**src/rtl/serial_xcvr_pkg.sv**
```systemverilog
package serial_xcvr_pkg;

  localparam int OSR   = 16;
  localparam int OSR_W = $clog2(OSR);

  // configuration bit positions (decoded by the top level)
  localparam int CFG_EIGHT    = 0;
  localparam int CFG_TWO_STOP = 1;
  localparam int CFG_PAR_EN   = 2;
  localparam int CFG_PAR_ODD  = 4;

  typedef struct packed {
    logic eight;
    logic two_stop;
    logic par_en;
    logic par_odd;
  } frame_fmt_t;

  typedef enum logic [2:0] {
    RX_IDLE,
    RX_START,
    RX_DATA,
    RX_PAR,
    RX_STOP
  } rx_state_t;

endpackage

```
**src/rtl/sx_tick_gen.sv**
```systemverilog
module sx_tick_gen #(
  parameter int DIV_W = 16
) (
  input  logic             clk,
  input  logic             rst_n,
  input  logic [DIV_W-1:0] div,
  output logic             tick
);

  logic [DIV_W-1:0] cnt;

  assign tick = (cnt >= div);

  always_ff @(posedge clk or negedge rst_n) begin
    if (!rst_n)    cnt <= '0;
    else if (tick) cnt <= '0;
    else           cnt <= cnt + 1'b1;
  end

  AST_TICK_SPACING: assert property (@(posedge clk) disable iff (!rst_n)
    (tick && div != '0) |=> (!tick || !$stable(div)));

endmodule

```
**src/rtl/sx_tx.sv**
```systemverilog
module sx_tx
  import serial_xcvr_pkg::*;
#(
  parameter int DATA_W = 8
) (
  input  logic              clk,
  input  logic              rst_n,
  input  logic              tick,
  input  frame_fmt_t        fmt,
  input  logic [DATA_W-1:0] data,
  input  logic              valid,
  output logic              ready,
  output logic              idle,
  output logic              txd
);

  localparam int FRAME_MAX = DATA_W + 4;
  localparam int LEN_W     = $clog2(FRAME_MAX + 1);

  logic [FRAME_MAX-1:0] frame_next, shreg;
  logic [LEN_W-1:0]     len_next, left;
  logic [OSR_W-1:0]     tcnt;
  logic                 busy, par_bit;

  always_comb begin
    frame_next    = '1;
    frame_next[0] = 1'b0;
    par_bit       = fmt.par_odd;
    for (int i = 0; i < DATA_W; i++) begin
      if (fmt.eight || i < DATA_W - 1) begin
        frame_next[i+1] = data[i];
        par_bit         = par_bit ^ data[i];
      end
    end
    if (fmt.par_en) begin
      if (fmt.eight) frame_next[DATA_W+1] = par_bit;
      else           frame_next[DATA_W]   = par_bit;
    end
    len_next = LEN_W'(2 + (fmt.eight ? DATA_W : DATA_W - 1)
                      + (fmt.par_en ? 1 : 0) + (fmt.two_stop ? 1 : 0));
  end

  assign ready = !busy;
  assign idle  = !busy;
  assign txd   = busy ? shreg[0] : 1'b1;

  always_ff @(posedge clk or negedge rst_n) begin
    if (!rst_n) begin
      busy  <= 1'b0;
      shreg <= '1;
      left  <= '0;
      tcnt  <= '0;
    end else if (!busy) begin
      if (valid) begin
        shreg <= frame_next;
        left  <= len_next;
        tcnt  <= '0;
        busy  <= 1'b1;
      end
    end else if (tick) begin
      if (tcnt == OSR_W'(OSR - 1)) begin
        tcnt  <= '0;
        shreg <= {1'b1, shreg[FRAME_MAX-1:1]};
        left  <= left - 1'b1;
        if (left == LEN_W'(1)) busy <= 1'b0;
      end else begin
        tcnt <= tcnt + 1'b1;
      end
    end
  end

  AST_TX_START_LOW: assert property (@(posedge clk) disable iff (!rst_n)
    (valid && ready) |=> !txd);
  AST_TX_BUSY_AFTER_ACCEPT: assert property (@(posedge clk) disable iff (!rst_n)
    (valid && ready) |=> !ready);
  AST_TX_BIT_STEADY: assert property (@(posedge clk) disable iff (!rst_n)
    (!ready && !tick) |=> $stable(txd));
  AST_TX_ENDS_HIGH: assert property (@(posedge clk) disable iff (!rst_n)
    $rose(ready) |-> $past(txd));

endmodule

```
**src/rtl/sx_rx.sv**
```systemverilog
module sx_rx
  import serial_xcvr_pkg::*;
#(
  parameter int DATA_W      = 8,
  parameter int SYNC_STAGES = 2
) (
  input  logic              clk,
  input  logic              rst_n,
  input  logic              tick,
  input  frame_fmt_t        fmt,
  input  logic              rxd,
  output logic [DATA_W-1:0] data,
  output logic              par_err,
  output logic              frm_err,
  output logic              ovr_err,
  output logic              valid,
  input  logic              ready
);

  localparam int BC_W = $clog2(DATA_W);

  logic [SYNC_STAGES-1:0] sync;
  logic                   rx_s, mid, deliver, par_acc, fmt_unused;
  logic [OSR_W-1:0]       tcnt;
  logic [BC_W-1:0]        bcnt, last_bit;
  logic [DATA_W-1:0]      shreg;
  rx_state_t              state;

  assign fmt_unused = fmt.two_stop;
  assign rx_s       = sync[SYNC_STAGES-1];
  assign mid        = tick && (tcnt == OSR_W'(OSR - 1));
  assign deliver    = (state == RX_STOP) && mid;
  assign last_bit   = fmt.eight ? BC_W'(DATA_W - 1) : BC_W'(DATA_W - 2);

  always_ff @(posedge clk or negedge rst_n) begin
    if (!rst_n) sync <= '1;
    else        sync <= {sync[SYNC_STAGES-2:0], rxd};
  end

  always_ff @(posedge clk or negedge rst_n) begin
    if (!rst_n) begin
      state   <= RX_IDLE;
      tcnt    <= '0;
      bcnt    <= '0;
      shreg   <= '0;
      par_acc <= 1'b0;
    end else begin
      case (state)
        RX_IDLE: if (tick && !rx_s) begin
          state   <= RX_START;
          tcnt    <= '0;
          bcnt    <= '0;
          par_acc <= 1'b0;
        end
        RX_START: if (tick) begin
          if (tcnt == OSR_W'(OSR / 2 - 1)) begin
            tcnt  <= '0;
            state <= rx_s ? RX_IDLE : RX_DATA;
          end else begin
            tcnt <= tcnt + 1'b1;
          end
        end
        RX_DATA: if (tick) begin
          if (mid) begin
            tcnt    <= '0;
            shreg   <= {rx_s, shreg[DATA_W-1:1]};
            par_acc <= par_acc ^ rx_s;
            bcnt    <= bcnt + 1'b1;
            if (bcnt == last_bit) state <= fmt.par_en ? RX_PAR : RX_STOP;
          end else begin
            tcnt <= tcnt + 1'b1;
          end
        end
        RX_PAR: if (tick) begin
          if (mid) begin
            tcnt    <= '0;
            par_acc <= par_acc ^ rx_s;
            state   <= RX_STOP;
          end else begin
            tcnt <= tcnt + 1'b1;
          end
        end
        RX_STOP: if (tick) begin
          if (mid) begin
            tcnt  <= '0;
            state <= RX_IDLE;
          end else begin
            tcnt <= tcnt + 1'b1;
          end
        end
        default: state <= RX_IDLE;
      endcase
    end
  end

  always_ff @(posedge clk or negedge rst_n) begin
    if (!rst_n) begin
      valid   <= 1'b0;
      data    <= '0;
      par_err <= 1'b0;
      frm_err <= 1'b0;
      ovr_err <= 1'b0;
    end else if (deliver) begin
      valid   <= 1'b1;
      data    <= fmt.eight ? shreg : (shreg >> 1);
      par_err <= fmt.par_en && (par_acc != fmt.par_odd);
      frm_err <= !rx_s;
      ovr_err <= valid && !ready;
    end else if (valid && ready) begin
      valid <= 1'b0;
    end
  end

  AST_RX_FALSE_START: assert property (@(posedge clk) disable iff (!rst_n)
    (state == RX_START && tick && tcnt == OSR_W'(OSR / 2 - 1) && rx_s)
      |=> (state == RX_IDLE));
  AST_RX_HOLD: assert property (@(posedge clk) disable iff (!rst_n)
    (valid && !ready && !deliver) |=> (valid && $stable(data)));
  AST_RX_CONSUME: assert property (@(posedge clk) disable iff (!rst_n)
    (valid && ready && !deliver) |=> !valid);
  AST_RX_OVERRUN: assert property (@(posedge clk) disable iff (!rst_n)
    (deliver && valid && !ready) |=> (valid && ovr_err));

endmodule

```
**src/rtl/serial_xcvr.sv**
```systemverilog
module serial_xcvr
  import serial_xcvr_pkg::*;
#(
  parameter int DATA_W = 8,
  parameter int DIV_W  = 16
) (
  input  logic              clk,
  input  logic              rst_n,
  input  logic [7:0]        frame_cfg,
  input  logic [DIV_W-1:0]  baud_div,
  input  logic [DATA_W-1:0] tx_data,
  input  logic              tx_valid,
  output logic              tx_ready,
  output logic              tx_idle,
  output logic              txd,
  input  logic              rxd,
  output logic [DATA_W-1:0] rx_data,
  output logic              rx_par_err,
  output logic              rx_frm_err,
  output logic              rx_ovr_err,
  output logic              rx_valid,
  input  logic              rx_ready
);

  frame_fmt_t fmt;
  logic       tick;
  logic       cfg_unused;

  assign fmt.eight    = frame_cfg[CFG_EIGHT];
  assign fmt.two_stop = frame_cfg[CFG_TWO_STOP];
  assign fmt.par_en   = frame_cfg[CFG_PAR_EN];
  assign fmt.par_odd  = frame_cfg[CFG_PAR_ODD];
  assign cfg_unused   = ^{frame_cfg[7:5], frame_cfg[3]};

  sx_tick_gen #(.DIV_W(DIV_W)) u_tick (
    .clk(clk), .rst_n(rst_n), .div(baud_div), .tick(tick)
  );

  sx_tx #(.DATA_W(DATA_W)) u_tx (
    .clk(clk), .rst_n(rst_n), .tick(tick), .fmt(fmt),
    .data(tx_data), .valid(tx_valid), .ready(tx_ready),
    .idle(tx_idle), .txd(txd)
  );

  sx_rx #(.DATA_W(DATA_W)) u_rx (
    .clk(clk), .rst_n(rst_n), .tick(tick), .fmt(fmt), .rxd(rxd),
    .data(rx_data), .par_err(rx_par_err), .frm_err(rx_frm_err),
    .ovr_err(rx_ovr_err), .valid(rx_valid), .ready(rx_ready)
  );

  AST_RESET_IDLE: assert property (@(posedge clk) disable iff (!rst_n)
    $rose(rst_n) |-> (txd && tx_ready && !rx_valid));

endmodule

```
**config.mk**
```make
export PLATFORM = sky130hd
export DESIGN_NAME = serial_xcvr
export DESIGN_NICKNAME = d
export VERILOG_FILES = /design/src/rtl/serial_xcvr_pkg.sv /design/src/rtl/sx_tick_gen.sv /design/src/rtl/sx_tx.sv /design/src/rtl/sx_rx.sv /design/src/rtl/serial_xcvr.sv
export SDC_FILE = /design/constraint.sdc
export NUM_CORES = 1
export LEC_CHECK = 0
export CORE_ASPECT_RATIO = 1.2
export CORE_MARGIN = 4
export CORE_UTILIZATION = 51
export DETAILED_ROUTE_END_ITERATION = 8
export HOLD_SLACK_MARGIN = 0.06
export MAX_ROUTING_LAYER = met4
export PLACE_DENSITY = 0.77
export SKIP_CTS_REPAIR_TIMING = 1
export SLEW_MARGIN = 20
export SYNTH_ARGS = -nofsm -noshare
export SYNTH_HDL_FRONTEND = slang
export SYNTH_HIERARCHICAL = 1
export SYNTH_SLANG_ARGS = --single-unit
```
**constraint.sdc**
```tcl
create_clock -name clk -period 2.89 [get_ports clk]
set_input_delay 0.4335 -clock clk [delete_from_list [all_inputs] [get_ports clk]]
set_output_delay 0.4335 -clock clk [all_outputs]
set_load 0.02 [all_outputs]
```
==> impl_metrics.env <==
export IMPL_num_vias=3288
export IMPL_via_per_inst=5.68
export IMPL_tightestPinTransition_ns=0.526
export IMPL_track_usage=0.196
export IMPL_detail_route_wl_per_cell_um=15.5
export IMPL_clock_skew_ns=0.00604
export IMPL_synth_fa_ha_area_frac=0.0748
export IMPL_finalCriticalPeriod_ns=2.85
export IMPL_path_class="in2reg"
export IMPL_cts_htree_levels=3
export IMPL_post_route_period_util=0.987
export IMPL_diodes=0
export IMPL_cp_start_kind="input port"
export IMPL_crit_fanout=5
export IMPL_crit_path_end_kind="flip-flop"
export IMPL_grt_max_degree=28
export IMPL_cts_sinks=68
export IMPL_synth_area_leaders="dfrtp_1 34%, dfstp_2 7.7%, ha_1 7.0%, mux2i_1 4.6%, xnor2_1 4.5%"
export IMPL_num_rows=35
export IMPL_dr_pass1_iters=4
export IMPL_die_width_um=90
export IMPL_grt_pass1_wl_um=14900
export IMPL_cts_buffers=9
export IMPL_core_area_mm2=0.00775
export IMPL_grt_pass1_vias=3185
export IMPL_final_hold_viol_count=0
export IMPL_ys_ff_latch=68
export IMPL_powerDensity_mw_per_mm2=612
export IMPL_drive_gt1_frac=0.207
export IMPL_antenna_found_initial=0
export IMPL_synth_top_area_cell="dfrtp_1"
export IMPL_hpwl_um=6310
export IMPL_final_nets=543
export IMPL_relSlewSlack=0.649
export IMPL_hp_class="in2async"
export IMPL_clk_pin_slew_ns=0.08
export IMPL_synth_edf_count=0
export IMPL_ios=52
export IMPL_cp_top_family="simple AND/OR/NAND/NOR gates"
export IMPL_finalSetupViolations=0
export IMPL_clk_path_buf_depth=2
export IMPL_synth_flop_cell="dfrtp_1"
export IMPL_synthTopCellsByCount="56 x dfrtp_1, 46 x nand2_1, 35 x o21ai_0, 27 x inv_1, 23 x ha_1"
export IMPL_place_area_mm2=0.00479
export IMPL_cts_tree="built"
export IMPL_area_delta_synth_final_pct=23.7
export IMPL_dp_cells=558
export IMPL_synth_top_area_frac=0.341
export IMPL_yosysUniqueCellTypes=61
export IMPL_syn_cell_area_mm2=0.00412
export IMPL_io_buffers=47
export IMPL_post_route_drc_count=0
export IMPL_cp_arrival_ns=3.10
export IMPL_synth_compound_area_frac=0.128
export IMPL_drtIter0Drc=162
export IMPL_crit_start="baud_div[10]"
export IMPL_cp_required_ns=3.13
export IMPL_cp_slowest_cell="clkdlybuf4s50_1"
export IMPL_final_max_slew_viol_count=0
export IMPL_synth_seq_area_share=0.417
export IMPL_status="completed"
export IMPL_fmax_ghz=0.351
export IMPL_drv_cap=0
export IMPL_crit_buf_inv=3
export IMPL_post_synth_top_count_cell="dfrtp_1"
export IMPL_ys_warnings_count=6
export IMPL_synth_xor_area_share=0.0617
export IMPL_crit_path_max_incr_delay_ns=0.45
export IMPL_gp_congestion=0.887
export IMPL_rr_startpoint="u_tick/cnt[8]"
export IMPL_synth_top_family_by_area="simple AND/OR/NAND/NOR gates"
export IMPL_syn_nets=475
export IMPL_clock_root_buffer="clkbuf_8"
export IMPL_irDropWorstVdd_v=0.000314
export IMPL_drtAntennaViolNets=0
export IMPL_initial_core_util=0.531
export IMPL_cp_cell_sequence="clkdlybuf4s50_1 > inv_1 > ha_4 > nand4_1 > or3_4 > o31ai_4 > or3_4 > buf_6 > nand4_1 > nand3_1 > o211ai_1 > a21bo_2"
export IMPL_tns_ns=0
export IMPL_synthMuxAreaShare=0.0736
export IMPL_avgSynthCellArea_um2=9.94
export IMPL_drt_total_wl_um=8960
export IMPL_dieArea_mm2=0.00958
export IMPL_async_flop_share=1.00
export IMPL_synthCells=414
export IMPL_leakagePower_nw=2.25
export IMPL_fin_cells=579
export IMPL_fin_area_mm2=0.00509
export IMPL_worstSkewPairLatency_ns=0.35
export IMPL_dieHeight_um=106
export IMPL_yosys_area_share_simple=0.185
export IMPL_overflow=0
## metrics by stage
stage,hold slack (ns),setup slack (ns),utilization,total power [mW]
floorplan,0.138,0.0334,-,2.02
global route,0.0665,-0.0402,0.657,3.35
detailed placement,0.349,-0.427,0.618,2.31
global placement,0.346,-0.319,0.618,2.26
finish,0.0440,0.0374,0.657,3.11
CTS,0.0483,-0.0561,0.643,3.10
## registers in the layout, summed over array words and instances (netlist names)
name,flops
u_rx/state,3
u_rx/data,8
u_rx/bcnt,3
u_rx/ovr_err,1
u_tx/shreg,10
u_rx/frm_err,1
u_tx/tcnt,4
u_rx/shreg,8
u_rx/par_err,1
u_rx/tcnt,4
u_rx/par_acc,1
u_tick/cnt,16
u_tx/busy,1
u_rx/valid,1
u_rx/sync,2
u_tx/left,4
## worst reg2reg max path, delay by kind of cell (launching register included)
family	cells	cell delay (ns)
AO/OA/AOI/OAI	3	0.57
adder cells (fa/ha/maj)	1	0.31
buffers and inverters	1	0.11
flip-flops	1	0.44
AND/OR/NAND/NOR	5	1.22
## cells in the final DEF (no fill, tap or decap), types with 4 or more instances in the layout
master | Yosys | layout
dfrtp_1 | 56 | 56
nand4_1 | 11 | 11
mux2_4 | 6 | 6
nor4_2 | 9 | 9
nor2b_1 | 6 | 6
mux2i_1 | 19 | 19
nand2_1 | 46 | 46
dfstp_2 | 12 | 12
nor4_1 | 10 | 10
nor3_1 | 5 | 5
nor2_1 | 13 | 13
clkdlybuf4s50_1 | 0 | 44
nand2b_1 | 5 | 4
buf_4 | 3 | 30
ha_1 | 23 | 20
inv_1 | 27 | 25
nand3_1 | 17 | 16
xnor2_1 | 21 | 21
a21oi_1 | 15 | 14
clkbuf_8 | 0 | 9
o21ai_0 | 35 | 35
xor2_1 | 8 | 8
## kinds of logic after synthesis
family          after synthesis
fa+ha+maj                    24
flops                        68
mux                          27
compound gates               80
xor+xnor                     29
simple gates                136
buf+inv                      50
## path summary, 6_finish.rpt
kind | end | slack, ns | cells past startpoint
min reg2reg | u_rx/sync[1] | 0.36 | 0
max in group asynchronous | u_tx/shreg[0] | 2.07 | 2
min | u_rx/state[2] | 0.04 | 1
min in group clk | u_rx/sync[1] | 0.36 | 0
max | u_rx/tcnt[0] | 0.04 | 12
max reg2reg | u_rx/tcnt[0] | 0.14 | 10
## routing by layer
layer | track usage | wire length, um | share of wire | vias up
li1 | - | - | - | 1607
met1 | 0.236 | 3860 | 0.43 | 1587
met2 | 0.324 | 4550 | 0.51 | 83
met3 | 0.0495 | 444 | 0.050 | 11
met4 | 0.0624 | 110 | 0.012 | 0
met5 | - | 0 | 0 | -
## report_power, final
| part | internal (mW) | switching, mW |
|---|---|---|
| logic | 0.489 | 0.506 |
| clock network | 0.393 | 0.380 |
| registers | 1.15 | 0.195 |
| total | 2.03 | 1.08 |
## cell type report
type,count,area (um^2)
fill,596,2660
timing repair buffer,80,732
clock inverter,7,67.6
sequential,68,1720
inverter,27,101
multi-input combinational,296,2230
clock buffer,9,124
tap,92,115
Power figures use the tool's default switching activity.
